### config.mk
export PLATFORM = sky130hd
export DESIGN_NAME = core_access_seq
export DESIGN_NICKNAME = d
export VERILOG_FILES = /design/src/rtl/cas_pkg.sv /design/src/rtl/cas_req_port.sv /design/src/rtl/cas_cycle_meter.sv /design/src/rtl/core_access_seq.sv
export SDC_FILE = /design/constraint.sdc
export NUM_CORES = 1
export LEC_CHECK = 0
export BUFFER_PORTS_ARGS = -buffer_cell sky130_fd_sc_hd__buf_2
export CAP_MARGIN = 20
export CORE_MARGIN = 3
export CORE_UTILIZATION = 61
export CTS_BUF_LIST = sky130_fd_sc_hd__clkbuf_16
export DETAILED_ROUTE_END_ITERATION = 8
export PLACE_DENSITY_LB_ADDON = 0.08
export RECOVER_POWER = 50
export REMOVE_ABC_BUFFERS = 1
export SLEW_MARGIN = 20
export SYNTH_ARGS = -nofsm -noshare
export SYNTH_HDL_FRONTEND = slang
export SYNTH_SLANG_ARGS = --single-unit
### constraint.sdc
create_clock -name clk -period 7.8 [get_ports clk]
set_clock_uncertainty 0.05 [all_clocks]
set_input_delay 0 -clock clk [delete_from_list [all_inputs] [get_ports clk]]
set_output_delay 0 -clock clk [all_outputs]
set_load 0.005 [all_outputs]
### src/rtl/cas_pkg.sv
package cas_pkg;
  typedef enum logic [2:0] {
    S_IDLE, S_RUN, S_F_RETRY, S_F_WAIT, S_D_RETRY, S_D_WAIT, S_SWOUT
  } seq_state_t;

  typedef enum logic [1:0] {
    C_READ = 2'd0, C_WRITE = 2'd1, C_LLOAD = 2'd2, C_SCOND = 2'd3
  } dcmd_t;
endpackage

### src/rtl/cas_req_port.sv
// One request port: offers a request for one cycle, keeps it when refused,
// re-offers on retry (in retry state) or on a negatively acknowledged response.
module cas_req_port #(
  parameter int W = 8
) (
  input  logic         clk,
  input  logic         rst,
  input  logic         issue,
  input  logic [W-1:0] issue_data,
  input  logic         accept,
  input  logic         retry,
  input  logic         in_retry,
  input  logic         resp_nack,
  output logic         req_valid,
  output logic [W-1:0] req_data,
  output logic         refused
);
  always_ff @(posedge clk) begin
    if (rst) begin
      req_valid <= 1'b0;
      req_data  <= '0;
    end else if (issue) begin
      req_valid <= 1'b1;
      req_data  <= issue_data;
    end else if (req_valid) begin
      req_valid <= 1'b0;
    end else if ((retry && in_retry) || resp_nack) begin
      req_valid <= 1'b1;
    end
  end

  assign refused = req_valid && !accept;

  // retry strobes only arrive while the request is held
  a_r2_retry_legal: assert property (@(posedge clk) disable iff (rst)
    retry |-> in_retry);
  // a refused offer is withdrawn on the next cycle
  a_r2_refused_withdrawn: assert property (@(posedge clk) disable iff (rst)
    (req_valid && !accept) |=> !req_valid);
  // a nack brings back the very same request
  a_r3_nack_reoffer: assert property (@(posedge clk) disable iff (rst)
    resp_nack |=> (req_valid && $stable(req_data)));
endmodule

### src/rtl/cas_cycle_meter.sv
// Active-cycle meter: counts edges outside the parked state and publishes
// the running total at each marked event.
module cas_cycle_meter #(
  parameter int CNTW = 32
) (
  input  logic            clk,
  input  logic            rst,
  input  logic            run,
  input  logic            mark,
  output logic [CNTW-1:0] total
);
  logic [CNTW-1:0] live;
  logic [CNTW-1:0] live_n;

  assign live_n = run ? live + 1'b1 : live;

  always_ff @(posedge clk) begin
    if (rst) begin
      live  <= '0;
      total <= '0;
    end else begin
      live <= live_n;
      if (mark) total <= live_n;
    end
  end

  // published count never goes backwards
  a_r13_monotonic: assert property (@(posedge clk) disable iff (rst)
    total >= $past(total));
endmodule

### src/rtl/core_access_seq.sv
module core_access_seq
  import cas_pkg::*;
#(
  parameter int              AW       = 32,
  parameter int              DLYW     = 8,
  parameter int              CNTW     = 32,
  parameter logic [AW-1:0]   BOOT_PC  = '0,
  parameter logic [AW-1:0]   FAULT_PC = 'h100,
  parameter logic [AW-1:0]   ISTEP    = 'd4
) (
  input  logic            clk,
  input  logic            rst,
  input  logic            activate,
  input  logic [DLYW-1:0] act_delay,
  input  logic            suspend,
  input  logic            resume,
  input  logic            switch_out,
  input  logic            take_over,
  input  logic            drain_req,
  output logic            drain_ack,
  output logic            irq_check,
  input  logic            fetch_fault,
  output logic            f_req_valid,
  output logic [AW-1:0]   f_req_addr,
  input  logic            f_accept,
  input  logic            f_retry,
  input  logic            f_resp_valid,
  input  logic            f_resp_nack,
  input  logic            f_resp_mem,
  input  logic            f_resp_store,
  input  logic            f_resp_lock,
  input  logic            f_resp_dc,
  input  logic            sc_suppress,
  output logic            d_req_valid,
  output logic [1:0]      d_req_cmd,
  input  logic            d_accept,
  input  logic            d_retry,
  input  logic            d_resp_valid,
  input  logic            d_resp_nack,
  output logic [CNTW-1:0] cycle_count
);
  seq_state_t      st, st_n;
  logic [AW-1:0]   pc, pc_n;
  logic [DLYW-1:0] cnt, cnt_n;
  logic            pend, pend_n;
  logic            draining, drn_n;
  logic            last_dc, dc_n;
  logic            ack_n, irq_n;
  logic            f_issue, d_issue, mark;
  logic [1:0]      d_cmd_n;
  logic            f_refused, d_refused;
  logic            f_ok, d_ok, drn_now;

  assign f_ok    = (st == S_F_WAIT) && f_resp_valid && !f_resp_nack;
  assign d_ok    = (st == S_D_WAIT) && d_resp_valid && !d_resp_nack;
  assign drn_now = draining || drain_req;
  assign d_cmd_n = {f_resp_lock, f_resp_store};

  always_comb begin
    st_n = st;  pc_n = pc;  cnt_n = cnt;  pend_n = pend;
    drn_n = draining;  dc_n = last_dc;
    ack_n = 1'b0;  irq_n = 1'b0;
    f_issue = 1'b0;  d_issue = 1'b0;  mark = 1'b0;
    case (st)
      S_IDLE: begin
        if (drain_req) ack_n = 1'b1;
        else if (activate) begin
          st_n = S_RUN;  pend_n = 1'b1;  cnt_n = act_delay;
        end else if (switch_out) st_n = S_SWOUT;
      end
      S_RUN: begin
        if (drain_req) begin
          ack_n = 1'b1;  pend_n = 1'b0;
        end else if (suspend) begin
          st_n = S_IDLE;  pend_n = 1'b0;
        end else if (switch_out) begin
          st_n = S_SWOUT;  pend_n = 1'b0;
        end else if (resume) begin
          pend_n = 1'b1;  cnt_n = '0;
        end else if (pend) begin
          if (cnt != '0) cnt_n = cnt - 1'b1;
          else begin
            irq_n = !last_dc;
            if (fetch_fault) pc_n = FAULT_PC;
            else begin
              f_issue = 1'b1;  mark = 1'b1;  pend_n = 1'b0;  st_n = S_F_WAIT;
            end
          end
        end
      end
      S_F_WAIT: begin
        if (drain_req) drn_n = 1'b1;
        if (f_refused) st_n = S_F_RETRY;
        else if (f_ok) begin
          mark = 1'b1;  st_n = S_RUN;
          if (drn_now) begin
            ack_n = 1'b1;  drn_n = 1'b0;  pend_n = 1'b0;
          end else begin
            dc_n = f_resp_dc;
            if (!f_resp_mem || (f_resp_lock && f_resp_store && sc_suppress)) begin
              pc_n = pc + ISTEP;  pend_n = 1'b1;  cnt_n = '0;
            end else begin
              d_issue = 1'b1;  st_n = S_D_WAIT;
            end
          end
        end
      end
      S_F_RETRY: begin
        if (drain_req) drn_n = 1'b1;
        if (f_retry) st_n = S_F_WAIT;
      end
      S_D_WAIT: begin
        if (drain_req) drn_n = 1'b1;
        if (d_refused) st_n = S_D_RETRY;
        else if (d_ok) begin
          mark = 1'b1;  st_n = S_RUN;  pc_n = pc + ISTEP;
          if (drn_now) begin
            ack_n = 1'b1;  drn_n = 1'b0;  pend_n = 1'b0;
          end else begin
            pend_n = 1'b1;  cnt_n = '0;
          end
        end
      end
      S_D_RETRY: begin
        if (drain_req) drn_n = 1'b1;
        if (d_retry) st_n = S_D_WAIT;
      end
      S_SWOUT: begin
        if (drain_req) ack_n = 1'b1;
        else if (take_over) st_n = S_IDLE;
      end
      default: st_n = S_IDLE;
    endcase
  end

  always_ff @(posedge clk) begin
    if (rst) begin
      st <= S_IDLE;  pc <= BOOT_PC;  cnt <= '0;  pend <= 1'b0;
      draining <= 1'b0;  last_dc <= 1'b0;
      drain_ack <= 1'b0;  irq_check <= 1'b0;
    end else begin
      st <= st_n;  pc <= pc_n;  cnt <= cnt_n;  pend <= pend_n;
      draining <= drn_n;  last_dc <= dc_n;
      drain_ack <= ack_n;  irq_check <= irq_n;
    end
  end

  cas_req_port #(.W(AW)) u_fport (
    .clk(clk), .rst(rst), .issue(f_issue), .issue_data(pc),
    .accept(f_accept), .retry(f_retry), .in_retry(st == S_F_RETRY),
    .resp_nack((st == S_F_WAIT) && f_resp_valid && f_resp_nack),
    .req_valid(f_req_valid), .req_data(f_req_addr), .refused(f_refused)
  );

  cas_req_port #(.W(2)) u_dport (
    .clk(clk), .rst(rst), .issue(d_issue), .issue_data(d_cmd_n),
    .accept(d_accept), .retry(d_retry), .in_retry(st == S_D_RETRY),
    .resp_nack((st == S_D_WAIT) && d_resp_valid && d_resp_nack),
    .req_valid(d_req_valid), .req_data(d_req_cmd), .refused(d_refused)
  );

  cas_cycle_meter #(.CNTW(CNTW)) u_meter (
    .clk(clk), .rst(rst), .run(st != S_SWOUT), .mark(mark), .total(cycle_count)
  );

  // suspend only while running, activate only while idle
  a_r4_suspend_legal: assert property (@(posedge clk) disable iff (rst)
    suspend |-> (st == S_RUN));
  a_r4_activate_legal: assert property (@(posedge clk) disable iff (rst)
    activate |-> (st == S_IDLE));
  // fetch responses only while waiting with nothing on offer
  a_r3_fresp_legal: assert property (@(posedge clk) disable iff (rst)
    f_resp_valid |-> (st == S_F_WAIT && !f_req_valid));
  // a faulting attempt never produces a fetch offer
  a_r8_fault_no_offer: assert property (@(posedge clk) disable iff (rst)
    (st == S_RUN && fetch_fault) |=> !f_req_valid);
  // a drain grant coincides with both ports quiet
  a_r9_drain_quiet: assert property (@(posedge clk) disable iff (rst)
    drain_ack |-> (!f_req_valid && !d_req_valid));
  // one transaction at a time
  a_r2_single_offer: assert property (@(posedge clk) disable iff (rst)
    !(f_req_valid && d_req_valid));
endmodule

==> Yosys cells after proc, flatten, opt, wreduce, memory -nomap -nowiden <==
Cells that the tools add are included.
{ "totals": {"ff_bits": 148, "input_bits": 30, "out_inout_bits": 70, "wordCells": 200} }
{ "op_classes": {"n_addsub": 3, "eq_ne": 37, "muxes": 107, "n_bitwise": 4, "reduce_logical": 35} }
{ "ops": {"columns": ["cell", "n"], "rows": [
  ["$mux W32", 14],
  ["$mux W8", 15],
  ["$pmux W32 S3", 1],
  ["$mux W3", 20],
  ["$mux W1", 51],
  ["$ne A2 B2 Y1 const B", 19],
  ["$add A32 B1 Y32 const B", 1],
  ["$add A32 B3 Y32 const B", 1],
  ["$pmux W8 S4", 1],
  ["$pmux W3 S7", 1],
  ["$ne A3 B3 Y1 const B", 6],
  ["$ne A4 B4 Y1 const B", 4],
  ["$reduce_and A15 Y1", 1],
  ["$reduce_and A14 Y1", 1],
  ["$reduce_and A13 Y1", 1],
  ["$logic_and A1 B1 Y1", 12],
  ["$eq A3 B3 Y1 const B", 3],
  ["$pmux W1 S3", 3],
  ["$reduce_and A8 Y1", 1],
  ["$reduce_bool A8 Y1", 1],
  ["$reduce_or A8 Y1", 1],
  ["$sub A8 B1 Y8 const B", 1],
  ["$eq A3 B2 Y1 const B", 2],
  ["$logic_not A1 Y1", 6],
  ["other kinds (12)", 19]
]} }

==> Depth between registers and ports, before layout <==
{ "logic_depth": {"depth_word": 9, "depth_mapped": 10} }

==> Cells and area by module <==
A second synthesis with hierarchy kept.
{ "unflattened": {"hier_cells": 782, "area_unflattened_um2": 6841.6} }
{ "by_module_without_submodules": {"columns": ["module", "n_inst", "cells_per_inst", "area_each_um2"], "rows": [
  ["core_access_seq", 1, 378, 2891.5],
  ["cas_cycle_meter", 1, 284, 2621.3],
  ["cas_req_port (u_fport)", 1, 109, 1216.2],
  ["cas_req_port (u_dport)", 1, 11, 112.6]
]} }

==> Least setup slack after synthesis <==
OpenSTA, ideal clock, no wires.
{ "synth_path": {"path_kind": "flip-flop to flip-flop", "startpoint": "register cnt[2]", "endpoint": "register pc[31]", "setup_time_ns": 0.066, "t_arrival_ns": 2.362, "required_ns": 7.684, "slack_ns": 5.322, "stages_incl_launch_ff": 8, "path_buffers": 1, "period_less_slack_ns": 2.478, "path_cell_list": "dfxtp_1 -> or4_4 -> nor4_4 -> a31oi_2 -> or2_1 -> buf_2 -> or4_4 -> a21oi_2"} }
{ "synth_between": {"elab_chain_cells": 3} }
{ "synth_rtl": {"columns": ["element", "line_no", "rtl"], "rows": [
  ["start: declaration", "core_access_seq.sv:44", "logic [DLYW-1:0] cnt, cnt_n;"],
  ["start signal: assignment", "core_access_seq.sv:142", "st <= st_n; pc <= pc_n; cnt <= cnt_n; pend <= pend_n;"],
  ["$reduce_bool A8 Y1", "core_access_seq.sv:81", "if (cnt != '0) cnt_n = cnt - 1'b1;"],
  ["$ne A2 B2 Y1 (no source line)", null, null],
  ["$reduce_and A14 Y1 (no source line)", null, null],
  ["end signal: assignment", "core_access_seq.sv:142", null],
  ["end: declaration", "core_access_seq.sv:43", "logic [AW-1:0] pc, pc_n;"]
]} }
Every way passes these cells.
A chain may end at the register's enable or synchronous reset.

==> Worst setup path in the final report <==
{ "layout_path": {"startpoint": "register st[1]", "endpoint": "register u_meter.total[5]"} }
{ "layout_between": {"elab_chain_cells": 6, "word_cells_on_any_way": 14, "cone_classes": "4 x eq/ne; 6 x mux; 4 x reduce/logical"} }
{ "layout_rtl": {"columns": ["element", "line_no", "rtl"], "rows": [
  ["start: declaration", "core_access_seq.sv:42", "seq_state_t st, st_n;"],
  ["start signal: assignment", "core_access_seq.sv:142", null],
  ["$eq A3 B3 Y1 / $eq A3 B2 Y1 (equally long branches)", "core_access_seq.sv:55, core_access_seq.sv:64, core_access_seq.sv:54", null],
  ["$logic_and A1 B1 Y1 (on tied branches) (2 in series)", "core_access_seq.sv:55, core_access_seq.sv:54", null],
  ["$mux W1 (on tied branches)", "core_access_seq.sv:115, core_access_seq.sv:94", null],
  ["$mux W1 (on tied branches)", "core_access_seq.sv:114, core_access_seq.sv:93", null],
  ["$pmux W1 S3", "core_access_seq.sv:64", "case (st)"],
  ["end signal: assignment", "cas_cycle_meter.sv:23", "if (mark) total <= live_n;"],
  ["end: declaration", "cas_cycle_meter.sv:10", "output logic [CNTW-1:0] total"]
]} }
Several ways; a longest one is shown, not always the timed one.

==> run summary <==
crit path kind: register to register
layout cells sized above 1: 11.1%
Max Cap Violations: 1
ys async rst share: 0%
Routed Antenna Nets: 0
EDFF count, synth: 0
height of the die: 110 um
io pins: 100
warnings from Yosys: 0
period utilisation layout: 46.6%
first-pass GRT wire length: 25,600 um
Syn Area/Cell: 8.18 um^2
Distinct cells, synth: 60
grt ovf: 0
Worst setup EP type: register
via count: 6,025
Setup-failing EPs final: 0
most frequent cells in the layout: 144 x dfxtp_1, 116 x nor2_1, 97 x nand2_1
Final Cell Area: 7640 um^2
clock sink count: 144
RSZ-0062 raised after global routing: no
Most common cell on crit path: nor2_1
non-filler cells in the finished layout: 1,028
Tightest Hold Check Type: primary input to register
IO Port Bufs: 97
status: complete, but fails checks
Mapped Cells: 799
final critical-path required period: 3.64 ns
depth of the CTS H-tree: 4
Post-Syn Area: 6540 um^2
CP Data Required Time: 8.00 ns
core area: 10,400 um^2
TritonCTS clock tree: built
Post-CTS Setup Repair Bufs: 0
relative slew slack: -1.84%
register-to-register setup slack: 4.16 ns
final setup TNS: 0 ns
Initial Utilization: 63.1%
PwrDens: 279 nW/um^2
via/cell ratio: 5.86
chip width: 110 um
Max Slew Vio Count: 33
failing checks: capacitance limit, slew limit
die area: 12,000 um^2
Reg-to-Reg Start: st[1]
Area growth syn-to-layout: 16.8%
IR Drop Worst-Case VDD: 0.000248 V
CTS Hold Bufs: 12
clock-pin slew on the worst setup and hold paths: 0.06 ns
Clock Path Buffers: 2
CP startpoint: st[1]
Iter 0 DRT Violations: 572
worst skew pair latency: 0.41 ns
gr usage total: 26.8%
drt wl/cell: 15.3 um
capturing point of the worst reg2reg path: u_meter.total[5]
pre-CTS WS: 4.53 ns
DP HPWL: 10,400 um
Remaining DRCs: 0
Worst-Margin Slew: 1.53 ns
CP max stage delay: 1.10 ns
fmax: 275 MHz
DRT Pass-1 Iters: 5
CP endpoint: u_meter.total[5]
initial antenna violation count: 0
CP max FO: 63
GP Congestion: 0.902
CP Launch Type: register
TritonCTS Buffers: 17
leakage: 0.00267 uW
r2r worst-path depth: 7
total routed wirelength: 15,800 um
diodes inserted: 0
crit path max-delay cell type: clkbuf_1
pin count of the biggest net entering global routing: 76
Layout Nets: 916
Top FF cell, synth: dfxtp_1
Seq/Total Area, Yosys: 44.1%
CTS resizes: 0
FP Rows: 37
Placed Instances: 985
Final Hold Viols: 0
Placed Area: 7030 um^2
#FFs+latches synth: 144
vias in the first global route: 5,484
final worst setup slack: 4.16 ns
total power: 2130 uW
worst path cell trace: or3b_2, nor2_1, nand3b_1, clkbuf_1, nand2b_4, nor2_1, a211oi_1
most common cell after layout, fill and taps aside: dfxtp_1
crit path DAT: 3.84 ns
Root Driver: clkbuf_16
## worst max-delay path, delay by kind of cell, from the launching register on
kind	cells	cell delay, ns
AO/OA/AOI/OAI	1	0.09
buffers and inverters	1	1.10
AND/OR/NAND/NOR	5	1.42
flip-flops	1	0.78
## routing by layer
metal	global-route usage [%]	up-vias	wire length, um
li1	-	2972	-
met1	33.5	2831	6890
met2	45.3	188	7750
met3	5.70	34	848
met4	10.1	0	286
met5	0	-	0
## stage by stage
step,utilization (%),hold slack [ns]
floorplan,-,0.0191
global placement,67.8,0.203
detailed placement,67.8,0.216
CTS,74.2,0.00270
global route,73.7,0.0434
finish,73.7,0.00888
## cell families after synthesis
group,count (synthesis),share of synthesized area [%]
and+or+nand+nor,369,27.4
AOI/OAI and AO/OA,161,15.9
DFF,144,44.1
buffers and inverters,65,3.94
xor gates and xnor gates,47,6.30
adders and majority gates,6,1.15
muxes,6,1.11
other,1,0.0574
## how the worst min path moves through the flow
| stage | startpoint | to | slack (ns) | cells after the start |
|---|---|---|---|---|
| final | act_delay[0] | cnt[0] | 0.009 | 4 |
| after global routing | act_delay[0] | cnt[0] | 0.04 | 4 |
| after CTS | act_delay[0] | cnt[0] | 0.003 | 4 |
| after detailed placement | f_resp_dc | last_dc | 0.22 | 3 |
| after global placement | f_resp_dc | last_dc | 0.20 | 3 |
| after floorplan | rst | last_dc | 0.02 | 1 |
## synthesized netlist by cell type, types with 5 or more instances
cell type | count | area [um^2]
or3_1 | 5 | 31.3
ha_1 | 6 | 75.1
buf_2 | 5 | 25.0
o21ai_0 | 22 | 110
and2_1 | 5 | 31.3
xor2_1 | 19 | 166
nor3_1 | 19 | 95.1
a211oi_1 | 33 | 248
buf_1 | 9 | 33.8
xnor2_1 | 28 | 245
nand3_1 | 28 | 140
nor4_1 | 10 | 62.6
a22oi_1 | 5 | 37.5
clkbuf_1 | 36 | 135
nor2b_1 | 5 | 31.3
nand3b_1 | 6 | 45.0
nor2_1 | 117 | 439
and3_1 | 21 | 131
or4_1 | 8 | 60.1
inv_1 | 12 | 45.0
nand2b_1 | 10 | 62.6
dfxtp_1 | 144 | 2880
nand2_1 | 97 | 364
mux2i_1 | 5 | 50.1
o31ai_1 | 7 | 52.6
nand4_1 | 16 | 100
nand4b_1 | 5 | 43.8
a21oi_1 | 65 | 325
## state kept, by name, indices dropped and copies added, names as in the netlist
name               flops
u_fport.req_valid      1
u_meter.live          32
draining               1
pend                   1
u_fport.req_data      30
u_meter.total         32
last_dc                1
irq_check              1
u_dport.req_data       2
u_dport.req_valid      1
cnt                    8
drain_ack              1
pc                    30
st                     3
## cell type report
| type | count | area, um^2 |
|---|---|---|
| clock buffer | 17 | 425 |
| multi-input combinational | 591 | 3420 |
| inverter | 13 | 48.8 |
| tap | 136 | 170 |
| timing repair buffer | 113 | 576 |
| fill | 821 | 2730 |
| sequential | 144 | 2880 |
| clock inverter | 14 | 119 |
## power by group
| group | internal [uW] | total, uW | switching (uW) |
|---|---|---|---|
| logic | 210 | 515 | 305 |
| clock network | 435 | 747 | 313 |
| registers | 788 | 869 | 81.6 |
Note: power is estimated with default switching activity, not from simulation.
